**src/rtl/hdr_filter_pkg.sv**
```systemverilog
package hdr_filter_pkg;
  typedef enum logic [1:0] {
    ST_IDLE,
    ST_HDR,
    ST_PASS,
    ST_DROP
  } flt_state_e;
endpackage

```
**src/rtl/hdr_shift.sv**
```systemverilog
module hdr_shift #(
  parameter int HDR_BYTES = 8
) (
  input  logic                   clk_i,
  input  logic                   rst_ni,
  input  logic                   beat_i,
  input  logic                   start_i,
  input  logic [7:0]             data_i,
  output logic [HDR_BYTES*8-1:0] hdr_q_o,
  output logic [HDR_BYTES*8-1:0] hdr_nxt_o,
  output logic                   last_o
);
  localparam int HW = HDR_BYTES * 8;
  localparam int CW = $clog2(HDR_BYTES + 1);

  logic [HW-1:0] hdr_q;
  logic [CW-1:0] cnt_q;

  assign hdr_nxt_o = {hdr_q[HW-9:0], data_i};
  assign hdr_q_o   = hdr_q;
  // next header byte (not a start byte) completes the header
  assign last_o    = (cnt_q == CW'(HDR_BYTES - 1));

  always_ff @(posedge clk_i or negedge rst_ni) begin
    if (!rst_ni) begin
      hdr_q <= '0;
      cnt_q <= '0;
    end else if (beat_i) begin
      hdr_q <= hdr_nxt_o;
      cnt_q <= start_i ? CW'(1) : cnt_q + 1'b1;
    end
  end

  AST_CNT_BOUND: assert property (@(posedge clk_i) disable iff (!rst_ni)
    cnt_q <= CW'(HDR_BYTES));
endmodule

```
**src/rtl/fld_cmp.sv**
```systemverilog
module fld_cmp #(
  parameter int HDR_BYTES = 8,
  parameter int FLD_OFS   = 2,
  parameter int FLD_BYTES = 2
) (
  input  logic [HDR_BYTES*8-1:0] hdr_i,
  input  logic [FLD_BYTES*8-1:0] ref_i,
  output logic                   hit_o
);
  localparam int TOP = (HDR_BYTES - FLD_OFS) * 8;
  localparam int FW  = FLD_BYTES * 8;

  logic [FLD_BYTES-1:0] lane_eq;
  logic                 unused_bits;

  for (genvar i = 0; i < FLD_BYTES; i++) begin : g_lane
    assign lane_eq[i] = (hdr_i[TOP-1-8*i -: 8] == ref_i[FW-1-8*i -: 8]);
  end

  assign hit_o       = &lane_eq;
  assign unused_bits = ^hdr_i;
endmodule

```
**src/rtl/sat_cnt.sv**
```systemverilog
module sat_cnt #(
  parameter int W = 16
) (
  input  logic         clk_i,
  input  logic         rst_ni,
  input  logic         inc_i,
  output logic [W-1:0] cnt_o
);
  logic [W-1:0] cnt_q;

  always_ff @(posedge clk_i or negedge rst_ni) begin
    if (!rst_ni)                cnt_q <= '0;
    else if (inc_i && !(&cnt_q)) cnt_q <= cnt_q + 1'b1;
  end

  assign cnt_o = cnt_q;

  AST_RUNT_STEP: assert property (@(posedge clk_i) disable iff (!rst_ni)
    inc_i |=> (cnt_o == $past(cnt_o) + 1'b1) || (&cnt_o));
  AST_RUNT_HOLD: assert property (@(posedge clk_i) disable iff (!rst_ni)
    !inc_i |=> $stable(cnt_o));
endmodule

```
**src/rtl/hdr_filter_top.sv**
```systemverilog
module hdr_filter_top #(
  parameter int HDR_BYTES = 8,
  parameter int FLD_OFS   = 2,
  parameter int FLD_BYTES = 2,
  parameter int RUNT_W    = 16
) (
  input  logic                   clk_i,
  input  logic                   rst_ni,
  input  logic                   in_valid_i,
  input  logic                   in_sop_i,
  input  logic                   in_eop_i,
  input  logic [7:0]             in_data_i,
  input  logic [FLD_BYTES*8-1:0] cfg_match_i,
  output logic                   hdr_valid_o,
  output logic [HDR_BYTES*8-1:0] hdr_data_o,
  output logic                   hdr_pass_o,
  output logic                   pay_valid_o,
  output logic                   pay_sop_o,
  output logic                   pay_eop_o,
  output logic [7:0]             pay_data_o,
  output logic [RUNT_W-1:0]      runt_cnt_o
);
  import hdr_filter_pkg::*;

  localparam int HW = HDR_BYTES * 8;

  flt_state_e    st_q, st_d;
  logic          beat, start, last, hit, fire, runt_inc, pay_emit;
  logic [HW-1:0] hdr_nxt;
  logic          hdr_vld_q, hdr_pass_q, first_q;
  logic          pay_vld_q, pay_sop_q, pay_eop_q;
  logic [7:0]    pay_data_q;

  hdr_shift #(.HDR_BYTES(HDR_BYTES)) u_shift (
    .clk_i     (clk_i),
    .rst_ni    (rst_ni),
    .beat_i    (beat),
    .start_i   (start),
    .data_i    (in_data_i),
    .hdr_q_o   (hdr_data_o),
    .hdr_nxt_o (hdr_nxt),
    .last_o    (last)
  );

  fld_cmp #(
    .HDR_BYTES (HDR_BYTES),
    .FLD_OFS   (FLD_OFS),
    .FLD_BYTES (FLD_BYTES)
  ) u_cmp (
    .hdr_i (hdr_nxt),
    .ref_i (cfg_match_i),
    .hit_o (hit)
  );

  sat_cnt #(.W(RUNT_W)) u_runt (
    .clk_i  (clk_i),
    .rst_ni (rst_ni),
    .inc_i  (runt_inc),
    .cnt_o  (runt_cnt_o)
  );

  always_comb begin
    st_d     = st_q;
    beat     = 1'b0;
    start    = 1'b0;
    fire     = 1'b0;
    runt_inc = 1'b0;
    pay_emit = 1'b0;
    if (in_valid_i) begin
      if (in_sop_i) begin
        beat  = 1'b1;
        start = 1'b1;
        if (in_eop_i) begin
          runt_inc = 1'b1;
          st_d     = ST_IDLE;
        end else begin
          st_d = ST_HDR;
        end
      end else begin
        unique case (st_q)
          ST_HDR: begin
            beat = 1'b1;
            if (last) begin
              fire = 1'b1;
              st_d = in_eop_i ? ST_IDLE : (hit ? ST_PASS : ST_DROP);
            end else if (in_eop_i) begin
              runt_inc = 1'b1;
              st_d     = ST_IDLE;
            end
          end
          ST_PASS: begin
            pay_emit = 1'b1;
            if (in_eop_i) st_d = ST_IDLE;
          end
          ST_DROP: if (in_eop_i) st_d = ST_IDLE;
          default: ;
        endcase
      end
    end
  end

  always_ff @(posedge clk_i or negedge rst_ni) begin
    if (!rst_ni) begin
      st_q       <= ST_IDLE;
      hdr_vld_q  <= 1'b0;
      hdr_pass_q <= 1'b0;
      first_q    <= 1'b0;
      pay_vld_q  <= 1'b0;
      pay_sop_q  <= 1'b0;
      pay_eop_q  <= 1'b0;
      pay_data_q <= '0;
    end else begin
      st_q      <= st_d;
      hdr_vld_q <= fire;
      pay_vld_q <= pay_emit;
      pay_sop_q <= pay_emit & first_q;
      pay_eop_q <= pay_emit & in_eop_i;
      if (fire)          hdr_pass_q <= hit;
      if (fire)          first_q    <= 1'b1;
      else if (pay_emit) first_q    <= 1'b0;
      if (pay_emit)      pay_data_q <= in_data_i;
    end
  end

  assign hdr_valid_o = hdr_vld_q;
  assign hdr_pass_o  = hdr_pass_q;
  assign pay_valid_o = pay_vld_q;
  assign pay_sop_o   = pay_sop_q;
  assign pay_eop_o   = pay_eop_q;
  assign pay_data_o  = pay_data_q;

  AST_HDR_SINGLE: assert property (@(posedge clk_i) disable iff (!rst_ni)
    hdr_vld_q |=> !hdr_vld_q);
  AST_HDR_FROM_INPUT: assert property (@(posedge clk_i) disable iff (!rst_ni)
    hdr_vld_q |-> $past(in_valid_i));
  AST_PAY_NEEDS_PASS: assert property (@(posedge clk_i) disable iff (!rst_ni)
    pay_vld_q |-> hdr_pass_q);
  AST_PAY_FROM_INPUT: assert property (@(posedge clk_i) disable iff (!rst_ni)
    pay_vld_q |-> $past(in_valid_i && !in_sop_i) && pay_data_q == $past(in_data_i));
  AST_SOP_MARK: assert property (@(posedge clk_i) disable iff (!rst_ni)
    pay_sop_q |-> pay_vld_q);
  AST_NO_OVERLAP: assert property (@(posedge clk_i) disable iff (!rst_ni)
    !(hdr_vld_q && pay_vld_q));
  AST_EOP_ALIGN: assert property (@(posedge clk_i) disable iff (!rst_ni)
    pay_eop_q |-> pay_vld_q && $past(in_eop_i));
endmodule

```
**config.mk**
```make
export PLATFORM = sky130hd
export DESIGN_NAME = hdr_filter_top
export DESIGN_NICKNAME = d
export VERILOG_FILES = /design/src/rtl/hdr_filter_pkg.sv /design/src/rtl/hdr_shift.sv /design/src/rtl/fld_cmp.sv /design/src/rtl/sat_cnt.sv /design/src/rtl/hdr_filter_top.sv
export SDC_FILE = /design/constraint.sdc
export NUM_CORES = 1
export LEC_CHECK = 0
export ABC_AREA = 0
export ABC_CLOCK_PERIOD_IN_PS = 4490
export BUFFER_PORTS_ARGS = -buffer_cell sky130_fd_sc_hd__buf_2
export CAP_MARGIN = 5
export CORE_ASPECT_RATIO = 0.5
export CORE_UTILIZATION = 40
export CTS_CLUSTER_SIZE = 25
export DETAILED_ROUTE_END_ITERATION = 6
export HOLD_SLACK_MARGIN = 0.15
export SKIP_CTS_REPAIR_TIMING = 1
export SYNTH_ARGS = -nofsm -noshare
export SYNTH_HDL_FRONTEND = slang
export SYNTH_SLANG_ARGS = --single-unit
```
**constraint.sdc**
```tcl
create_clock -name clk_i -period 4.49 [get_ports clk_i]
set_input_delay 0.449 -clock clk_i [delete_from_list [all_inputs] [get_ports clk_i]]
set_output_delay 0.449 -clock clk_i [all_outputs]
set_load 0.01 [all_outputs]
```
==> out/results.txt, run 1 <==
combinational share of power = 30.3%
Final Skew = 0.004039 ns
Synth-to-Final Area Change = 23.62%
most frequent cells in the layout = buf_2, dfrtp_1, mux2_2, xnor2_1
first-pass GRT wire length = 14380 um
GPL Wtd Cong = 0.8704
Final Cycle Share = 53.39%
vias in the first global route = 2822
cells along the critical path = and2b_4 -> o21ai_4 -> buf_4 -> mux2_2
sequential power share = 46.0%
Initial DRC Count = 130
critical path type = reg -> reg
critical path launch point type = flop
core area = 10340 sq um
TritonCTS buffer count = 9
worst r2r src = st_q[1]
sequential area share after synthesis = 57.89%
initial antenna violation count = 0
PwrDens = 604.8 nW/um^2
total track usage = 16.78%
area share of the leading cell type in the synthesized netlist = 57.89%
Sw Ratio = 32.70%
Max-Cap Viols = 0
largest net degree at the start of global routing = 55
CTS max path bufs = 2
Pint = 2.175 mW
Worst R2R Setup Slack = 2.09 ns
synthesized flop and latch total = 100
GRT overflow = 0
CTS H-tree lvls = 3
FMAX = 417.2 MHz
input/output buffers = 121
hold_ws = 0.1121 ns
peak supply drop = 0.2504 mV
detailed placement HPWL = 6554 um
Critical Path Sink Type = flop
post-detailed-route count of antenna-violating nets = 0
CTS tree = built
Mean Syn Cell Area = 14.22 sq um
Worst-path clk slew = 0.06 ns
Die Y = 75.51 um
Slew headroom = 49.58%
kind of cell adding the most delay to the critical path = compound AO/OA/AOI/OAI gates
status = complete, no violations
WP data arrival = 2.61 ns
switching pwr = 1.057 mW
Tmin final = 2.397 ns
Starting Density = 41.79%
io pins = 122
Routed WL = 9038 um
Final Slew Violations = 0
1st-pass router iterations = 4
synth unique cells = 42
total clock sinks = 100
CTS root buf = clkbuf_16
area share of and/or/nand/nor cells after synthesis = 9.928%
Die W = 149.0 um
mapped cell area = 4323 sq um
clock latency on the worst-skew pair = 0.33 ns
Total Neg Setup Slack = 0 ns
clock network fraction of total power = 23.8%
die area = 11250 sq um
Synth Area in Compound Gates = 3.010%
Finish-stage setup viols = 0
ant diodes = 0
leak pwr = 2.509 nW
largest cells by area after synthesis = dfrtp_1, mux2_2, xnor2_1, xor2_1, nor3_1
main combinational cell family by area after synthesis = multiplexers
vias per cell = 4.970
cell taking the most area after synthesis = dfrtp_1
Slew @ Worst Pin = 0.7535 ns
post-synthesis mux area share = 20.06%
total vias in the final route = 2838
xor and xnor area share after synthesis = 6.078%
Crit-path slowest cell = o21ai_4
reg2reg end = u_shift.hdr_q_o[5]
RSZ-0062 raised after global routing = false
most common cell after layout, fill and taps aside = buf_2
Ys Warns = 0
Synth Net Count = 335
num rows = 26
Largest stage delay, worst path = 0.60 ns
layout cell share with drive strength beyond 1 = 52.67%
DRC viols = 0
drt wl/cell = 15.83 um
crit-path max FO = 44
Buf/Inv on CP = 1
Req. time, crit path = 4.71 ns
layout net count = 457
Final Hold Fails = 0
Worst Reg-to-Reg Cells = 4
Hold WC Path Type = in -> async
adder-cell share of the synthesized area = 0.5789%
Final Power = 3.232 mW
Mapped Cells = 304
Layout Utilization = 51.66%
stage by stage:
step / instance area (sq um) / cells / setup slack (ns)
2_1_floorplan: 4323 / 304 / 2.798
4_1_cts: 5336 / 570 / 2.078
3_3_place_gp: 5034 / 554 / 2.101
5_1_grt: 5344 / 571 / 1.972
3_5_place_dp: 5034 / 554 / 2.051
6_report: 5344 / 571 / 2.093
Yosys cell counts (all sizes together):
cell type and number:
nand2b 1, nor2b 1, or4 1, xor2 12
nor3 12, o2111ai 1, nor4 3, o211ai 2
and2 4, nand3b 1, a22o 1, a21o 1
and4bb 1, xnor2 18, o21a 2, nand4bb 1
mux2 77, nor2 2, dfrtp 100, nor3b 2
o21ai 3, a31oi 1, o2bb2ai 1, or2 1
nand2 10, ha 2, and2b 1, and4 3
nor4b 2, o22a 1, nand4 9, buf 13
and3 2, nand3 7, inv 3, o21bai 2
power groups by stage:
stage | Sequential (mW) | Combinational [mW] | Clock (mW)
floorplan | 1.58 | 0.446 | 0
global placement | 1.48 | 0.966 | 0
detailed placement | 1.50 | 0.994 | 0
CTS | 1.49 | 0.999 | 0.792
global route | 1.54 | 1.07 | 0.821
finish | 1.49 | 0.979 | 0.768
state kept, by name, indices dropped and copies added, names as in the netlist, 2 cells and up:
register / flops
u_shift.hdr_q_o: 64
u_runt.cnt_o: 16
pay_data_o: 8
u_shift.cnt_q: 4
st_q: 2
worst max-delay path by stage:
stage	to	cells past startpoint	slack, ns	startpoint
3_3_place_gp	pay_data_o[6]	4	2.10	in_valid_i
6_report	u_shift.hdr_q_o[5]	4	2.09	st_q[1]
4_1_cts	u_shift.hdr_q_o[2]	4	2.08	st_q[1]
5_1_grt	u_shift.hdr_q_o[13]	4	1.97	st_q[1]
3_5_place_dp	pay_data_o[6]	4	2.05	in_valid_i
2_1_floorplan	u_runt.cnt_o[12]	5	2.80	u_runt.cnt_o[0]
kinds of logic (layout without fill, tap and decap cells):
logic type                 count (synthesis)  after routing
DFF                                      100            100
xor gates and xnor gates                  30             30
adders and majority gates                  2              2
buffers and inverters                     16            143
muxes                                     77             77
AOI/OAI and AO/OA                         15             15
and+or+nand+nor                           64             64
routing by layer:
| metal | routed length, um | track usage (%) | vias up | share of wire [%] |
|---|---|---|---|---|
| met5 | 0 | 0 | - | 0 |
| met4 | 128 | 5.669 | 0 | 1.4 |
| met3 | 439 | 5.210 | 13 | 4.9 |
| met2 | 4213 | 28.06 | 71 | 47 |
| met1 | 4257 | 21.14 | 1423 | 47 |
| li1 | - | - | 1331 | - |
cell type report:
type	instances	area, sq um
fillers	897	5001
flip-flops and latches	100	2502
multi-input cells	188	1722
repair buffers	124	630.6
clock buffers	10	239.0
well taps	140	175.2
clock inverters	6	63.81
inverters	3	11.26
No activity file was read; power rests on OpenSTA's default activity.
==> run 2, diff against run 1 <==
Settings changed: ABC_CLOCK_PERIOD_IN_PS 4490 to 2250.
Clock period 4.49 ns to 2.25 ns, I/O delays scaled along.
==> run 2 against run 1 <==
Cell count up 1.8%. Setup slack lost 1.7 ns. Non-clock buffer count increased by 10. Count of clock-buffer cells in the layout increased by 3. Cell area up 2.0%. Worst hold slack improved by 0.040 ns. Sequential power up 97%. Combinational power up 100%. Die area unchanged. Sequential share of layout area decreased by 0.92 points. Critical endpoint is now u_runt.cnt_o[12].
==> out/results.txt, run 2 (same netlist as run 1, synthesis figures left out) <==
vias per cell = 4.907 (-1.3%)
Slew @ Worst Pin = 0.5303 ns (-0.2232 ns)
Critical path origin = u_shift.cnt_q[0]
Final Slew Violations = 0 (unchanged)
input/output buffers = 121 (unchanged)
TritonCTS buffer count = 9 (unchanged)
1st-pass router iterations = 4 (unchanged)
Hold WC Path Type = in -> reg
Die Y = 75.51 um (unchanged)
Register Area = 2502 sq um (unchanged)
RSZ-0062 raised after global routing = false
CTS root buf = clkbuf_16
detailed placement HPWL = 6451 um (-1.6%)
initial antenna violation count = 0 (unchanged)
hold_sp = in_data_i[1]
critical path type = reg -> reg
num rows = 26 (unchanged)
layout net count = 467 (+2.2%)
layout cell share with drive strength beyond 1 = 51.70% (-0.97 points)
total track usage = 16.52% (-0.26 points)
clock latency on the worst-skew pair = 0.34 ns (about the same)
Tmin final = 1.880 ns (-0.5170 ns)
Fillers = 929 (+3.6%)
kind of cell adding the most delay to the critical path = simple AND/OR/NAND/NOR gates
drt wl/cell = 15.34 um (-3.1%)
CTS max path bufs = 2 (unchanged)
Finish-stage setup viols = 0 (unchanged)
CTS tree = built
Worst-path clk slew = 0.06 ns (about the same)
Slew headroom = 64.63% (+15 points)
Initial DRC Count = 101 (-22%)
worst r2r src = u_shift.cnt_q[0]
DP Cell Count = 557 (+0.54%)
Die W = 149.0 um (unchanged)
die area = 11250 sq um (unchanged)
Routed WL = 8911 um (-1.4%)
first-pass GRT wire length = 14190 um (-1.3%)
total vias in the final route = 2851 (+0.46%)
peak supply drop = 0.3648 mV (+46%)
pre-CTS setup slack = 0.3725 ns (-1.679 ns)
Worst Reg-to-Reg Cells = 5 (+1)
largest net degree at the start of global routing = 101 (+84%)
FMAX = 531.9 MHz (+27%)
Final WS setup = 0.3698 ns (-1.723 ns)
Final Skew = 0.006484 ns (+0.002444 ns)
Min-Delay Endpoint = u_shift.hdr_q_o[1]
GRT overflow = 0 (unchanged)
Max-Cap Viols = 0 (unchanged)
Final Cycle Share = 83.56% (+30 points)
reg2reg end = u_runt.cnt_o[12]
Critical Path Sink Type = flop
most frequent cells in the layout = buf_2, dfrtp_1, mux2_2, xnor2_1
Synth-to-Final Area Change = 26.11%
Crit-path slowest cell = dfrtp_1
hold depth = 2
Final Hold Fails = 0 (unchanged)
Buf/Inv on CP = 0 (-1)
vias in the first global route = 2776 (-1.6%)
Worst R2R Setup Slack = 0.37 ns (-1.72 ns)
GPL Wtd Cong = 0.8811 (+1.2%)
post-detailed-route count of antenna-violating nets = 0 (unchanged)
most common cell after layout, fill and taps aside = buf_2
Req. time, crit path = 2.47 ns (-2.24 ns)
area of the multi-input gates = 1722 sq um (unchanged)
core area = 10340 sq um (unchanged)
PwrDens = 1169 nW/um^2 (+93%)
DRC viols = 0 (unchanged)
Starting Density = 41.79% (unchanged)
ant diodes = 0 (unchanged)
Total Neg Setup Slack = 0 ns (unchanged)
io pins = 122 (unchanged)
Largest register FFs = 64 (unchanged)
CTS H-tree lvls = 3 (unchanged)
crit-path max FO = 15 (-66%)
cells along the critical path = ha_1 -> nand4bb_2 -> o2111ai_4 -> nor3_1 -> mux2_2
non-filler cells, final = 581 (+1.8%)
total clock sinks = 100 (unchanged)
Largest stage delay, worst path = 0.41 ns (-0.19 ns)
critical path launch point type = flop
status = complete, no violations
WP data arrival = 2.10 ns (-0.51 ns)
leak pwr = 2.556 nW (+1.9%)
run 2: stage by stage:
stage	utilization [%]	power (mW)	hold slack (ns)	cell area (sq um)
finish	52.70	6.372	0.1520	5451
global route	52.70	6.790	0.1499	5451
CTS	51.92	6.472	-0.03702	5371
detailed placement	49.12	4.982	0.3319	5081
global placement	49.12	4.874	0.3139	5081
floorplan	-	4.048	-0.07059	4323
run 2: final cells by class:
cell class              instances  share of cell area [%]
clock inverters                 3                  0.3672
well taps                     140                   3.213
clock buffers                  13                   4.958
multi-input cells             188                   31.58
inverters                       3                  0.2066
flip-flops and latches        100                   45.90
repair buffers                134                   13.77
run 2: how the worst max path moves through the flow:
stage | endpoint | depth (start not counted)
after floorplan | u_runt.cnt_o[12] | 5
after global placement | u_runt.cnt_o[12] | 5
after detailed placement | u_runt.cnt_o[12] | 5
after CTS | u_runt.cnt_o[12] | 5
after global routing | u_runt.cnt_o[12] | 5
final | u_runt.cnt_o[12] | 5
run 2: metal layers:
metal  global-route usage, %  vias to the layer above  part of all wire, %
met5                       0                        -                    0
met4                   4.989                        0                  1.1
met3                   4.970                       10                  4.7
met2                   27.44                       64                   48
met1                   21.23                     1427                   47
li1                        -                     1350                    -
run 2: power breakdown:
group	total (mW)	switching (mW)	leakage, nW	internal (mW)
Clock	1.46	0.619	0.138	0.838
Combinational	1.97	0.908	1.19	1.07
Sequential	2.94	0.534	1.23	2.41
Total	6.37	2.06	2.56	4.31
run 2: worst reg2reg max path, delay by kind of cell, from the launching register on:
family	cells	cell delay, ns
AOI/OAI and AO/OA	1	0.30
and+or+nand+nor	2	0.43
muxes	1	0.36
DFF	1	0.41
adders and majority gates	1	0.26
==> run 3, diff against run 2 <==
Settings changed: ABC_CLOCK_PERIOD_IN_PS 2250 to 1850.
Clock period 2.25 ns to 1.85 ns, I/O delays scaled along.
==> run 3 against run 2 <==
Via count increased by 1.7%. Fmax up 6.5%. Combinational power grew 25%. Register-to-register slack worse by 0.28 ns. Sequential power is 21% higher. Critical path depth unchanged. Largest power group unchanged.
==> out/results.txt, run 3 (same netlist as run 1, synthesis figures left out) <==
total track usage = 16.73% (+0.21 points)
Final Slew Violations = 0 (unchanged)
first-pass GRT wire length = 14260 um (+0.49%)
Total Neg Setup Slack = 0 ns (unchanged)
Worst R2R Setup Slack = 0.09 ns (-0.28 ns)
leak pwr = 2.614 nW (+2.3%)
GPL Wtd Cong = 0.8501 (-3.5%)
num rows = 26 (unchanged)
vias per cell = 4.924 (+0.34%)
Critical Path Sink Type = flop
Final Skew = 0.006122 ns (-0.0003617 ns)
input/output buffers = 121 (unchanged)
vias in the first global route = 2760 (-0.58%)
post-detailed-route count of antenna-violating nets = 0 (unchanged)
Die W = 149.0 um (unchanged)
crit-path max FO = 10 (-5)
Hold WC Path Type = in -> reg
Final Cycle Share = 95.39% (+12 points)
Layout Utilization = 53.73% (+1.0 points)
TritonCTS buffer count = 9 (unchanged)
layout net count = 476 (+1.9%)
most frequent cells in the layout = buf_2, dfrtp_1, mux2_2, xnor2_1
Synth-to-Final Area Change = 28.57%
most common cell after layout, fill and taps aside = buf_2
clock latency on the worst-skew pair = 0.34 ns (about the same)
layout cell share with drive strength beyond 1 = 52.78% (+1.1 points)
ant diodes = 0 (unchanged)
FMAX = 566.7 MHz (+6.5%)
core area = 10340 sq um (unchanged)
drt wl/cell = 15.67 um (+2.2%)
Critical path origin = u_shift.cnt_q[1]
Initial DRC Count = 68 (-33%)
status = complete, no violations
DRC viols = 0 (unchanged)
Worst-path clk slew = 0.06 ns (about the same)
reg2reg end = u_runt.cnt_o[14]
detailed placement HPWL = 6893 um (+6.9%)
non-filler cells, final = 589 (+1.4%)
Max-Cap Viols = 0 (unchanged)
CTS H-tree lvls = 3 (unchanged)
Tmin final = 1.765 ns (-0.1155 ns)
PwrDens = 1418 nW/um^2 (+21%)
Finish-stage setup viols = 0 (unchanged)
total vias in the final route = 2900 (+1.7%)
total clock sinks = 100 (unchanged)
CTS tree = built
CTS root buf = clkbuf_16
Largest register FFs = 64 (unchanged)
RSZ-0062 raised after global routing = false
Req. time, crit path = 2.07 ns (-0.40 ns)
Starting Density = 41.79% (unchanged)
Die Y = 75.51 um (unchanged)
Slew headroom = 70.77% (+6.1 points)
largest net degree at the start of global routing = 43 (-57%)
peak supply drop = 0.5641 mV (+55%)
CP endpoint = u_runt.cnt_o[14]
Routed WL = 9231 um (+3.6%)
Final WS setup = 0.08529 ns (-0.2845 ns)
pre-CTS setup slack = 0.08384 ns (-0.2886 ns)
Final Power = 7.883 mW (+24%)
WP data arrival = 1.98 ns (-0.12 ns)
Final Hold Fails = 0 (unchanged)
Slew @ Worst Pin = 0.4352 ns (-0.09511 ns)
DP Cell Count = 565 (+1.4%)
worst r2r src = u_shift.cnt_q[1]
1st-pass router iterations = 4 (unchanged)
Worst Reg-to-Reg Cells = 5 (unchanged)
io pins = 122 (unchanged)
critical path launch point type = flop
GRT overflow = 0 (unchanged)
Fillers = 922 (-0.75%)
critical path type = reg -> reg
CTS max path bufs = 2 (unchanged)
initial antenna violation count = 0 (unchanged)
die area = 11250 sq um (unchanged)
-- run 3: worst min-delay path by stage --
stage                     slack (ns)      from                  end  cells past startpoint
after floorplan                -0.11    rst_ni              first_q                      0
after global placement          0.15    rst_ni  u_shift.hdr_q_o[57]                      1
after detailed placement        0.15    rst_ni  u_shift.hdr_q_o[56]                      1
after CTS                      -0.22    rst_ni  u_shift.hdr_q_o[56]                      1
after global routing            0.17  in_eop_i            pay_eop_o                      2
final                           0.18  in_eop_i            pay_eop_o                      2
-- run 3: layer usage --
metal | up-vias | GRT usage, % | part of all wire, %
li1 | 1362 | - | -
met1 | 1450 | 21.52 | 46
met2 | 76 | 27.29 | 48
met3 | 12 | 5.269 | 4.8
met4 | 0 | 5.782 | 1.2
met5 | - | 0 | 0
-- run 3: critical path: stages, from the launching register on --
cell	delay (ns)
dfrtp_1	0.41
ha_1	0.24
nand4bb_2	0.12
o2111ai_4	0.23
nor3_1	0.28
mux2_2	0.37
-- run 3: final cells by class --
type | count | area, sq um | area share [%]
clock buffer | 10 | 239.0 | 4.300
clock inverter | 5 | 60.06 | 1.081
inverter | 3 | 11.26 | 0.2026
multi-input combinational | 188 | 1724 | 31.02
sequential | 100 | 2502 | 45.02
tap | 140 | 175.2 | 3.152
timing repair buffer | 143 | 845.8 | 15.22
-- run 3: through the flow --
step	hold WS [ns]	cell area [sq um]
finish	0.1794	5558
global route	0.1712	5558
CTS	-0.2189	5465
detailed placement	0.1527	5166
global placement	0.1477	5166
floorplan	-0.1106	4323
-- run 3: power breakdown --
part / switching, mW / internal (mW)
logic: 1.13 / 1.34
clock network: 0.770 / 1.08
registers: 0.641 / 2.93
total: 2.54 / 5.35
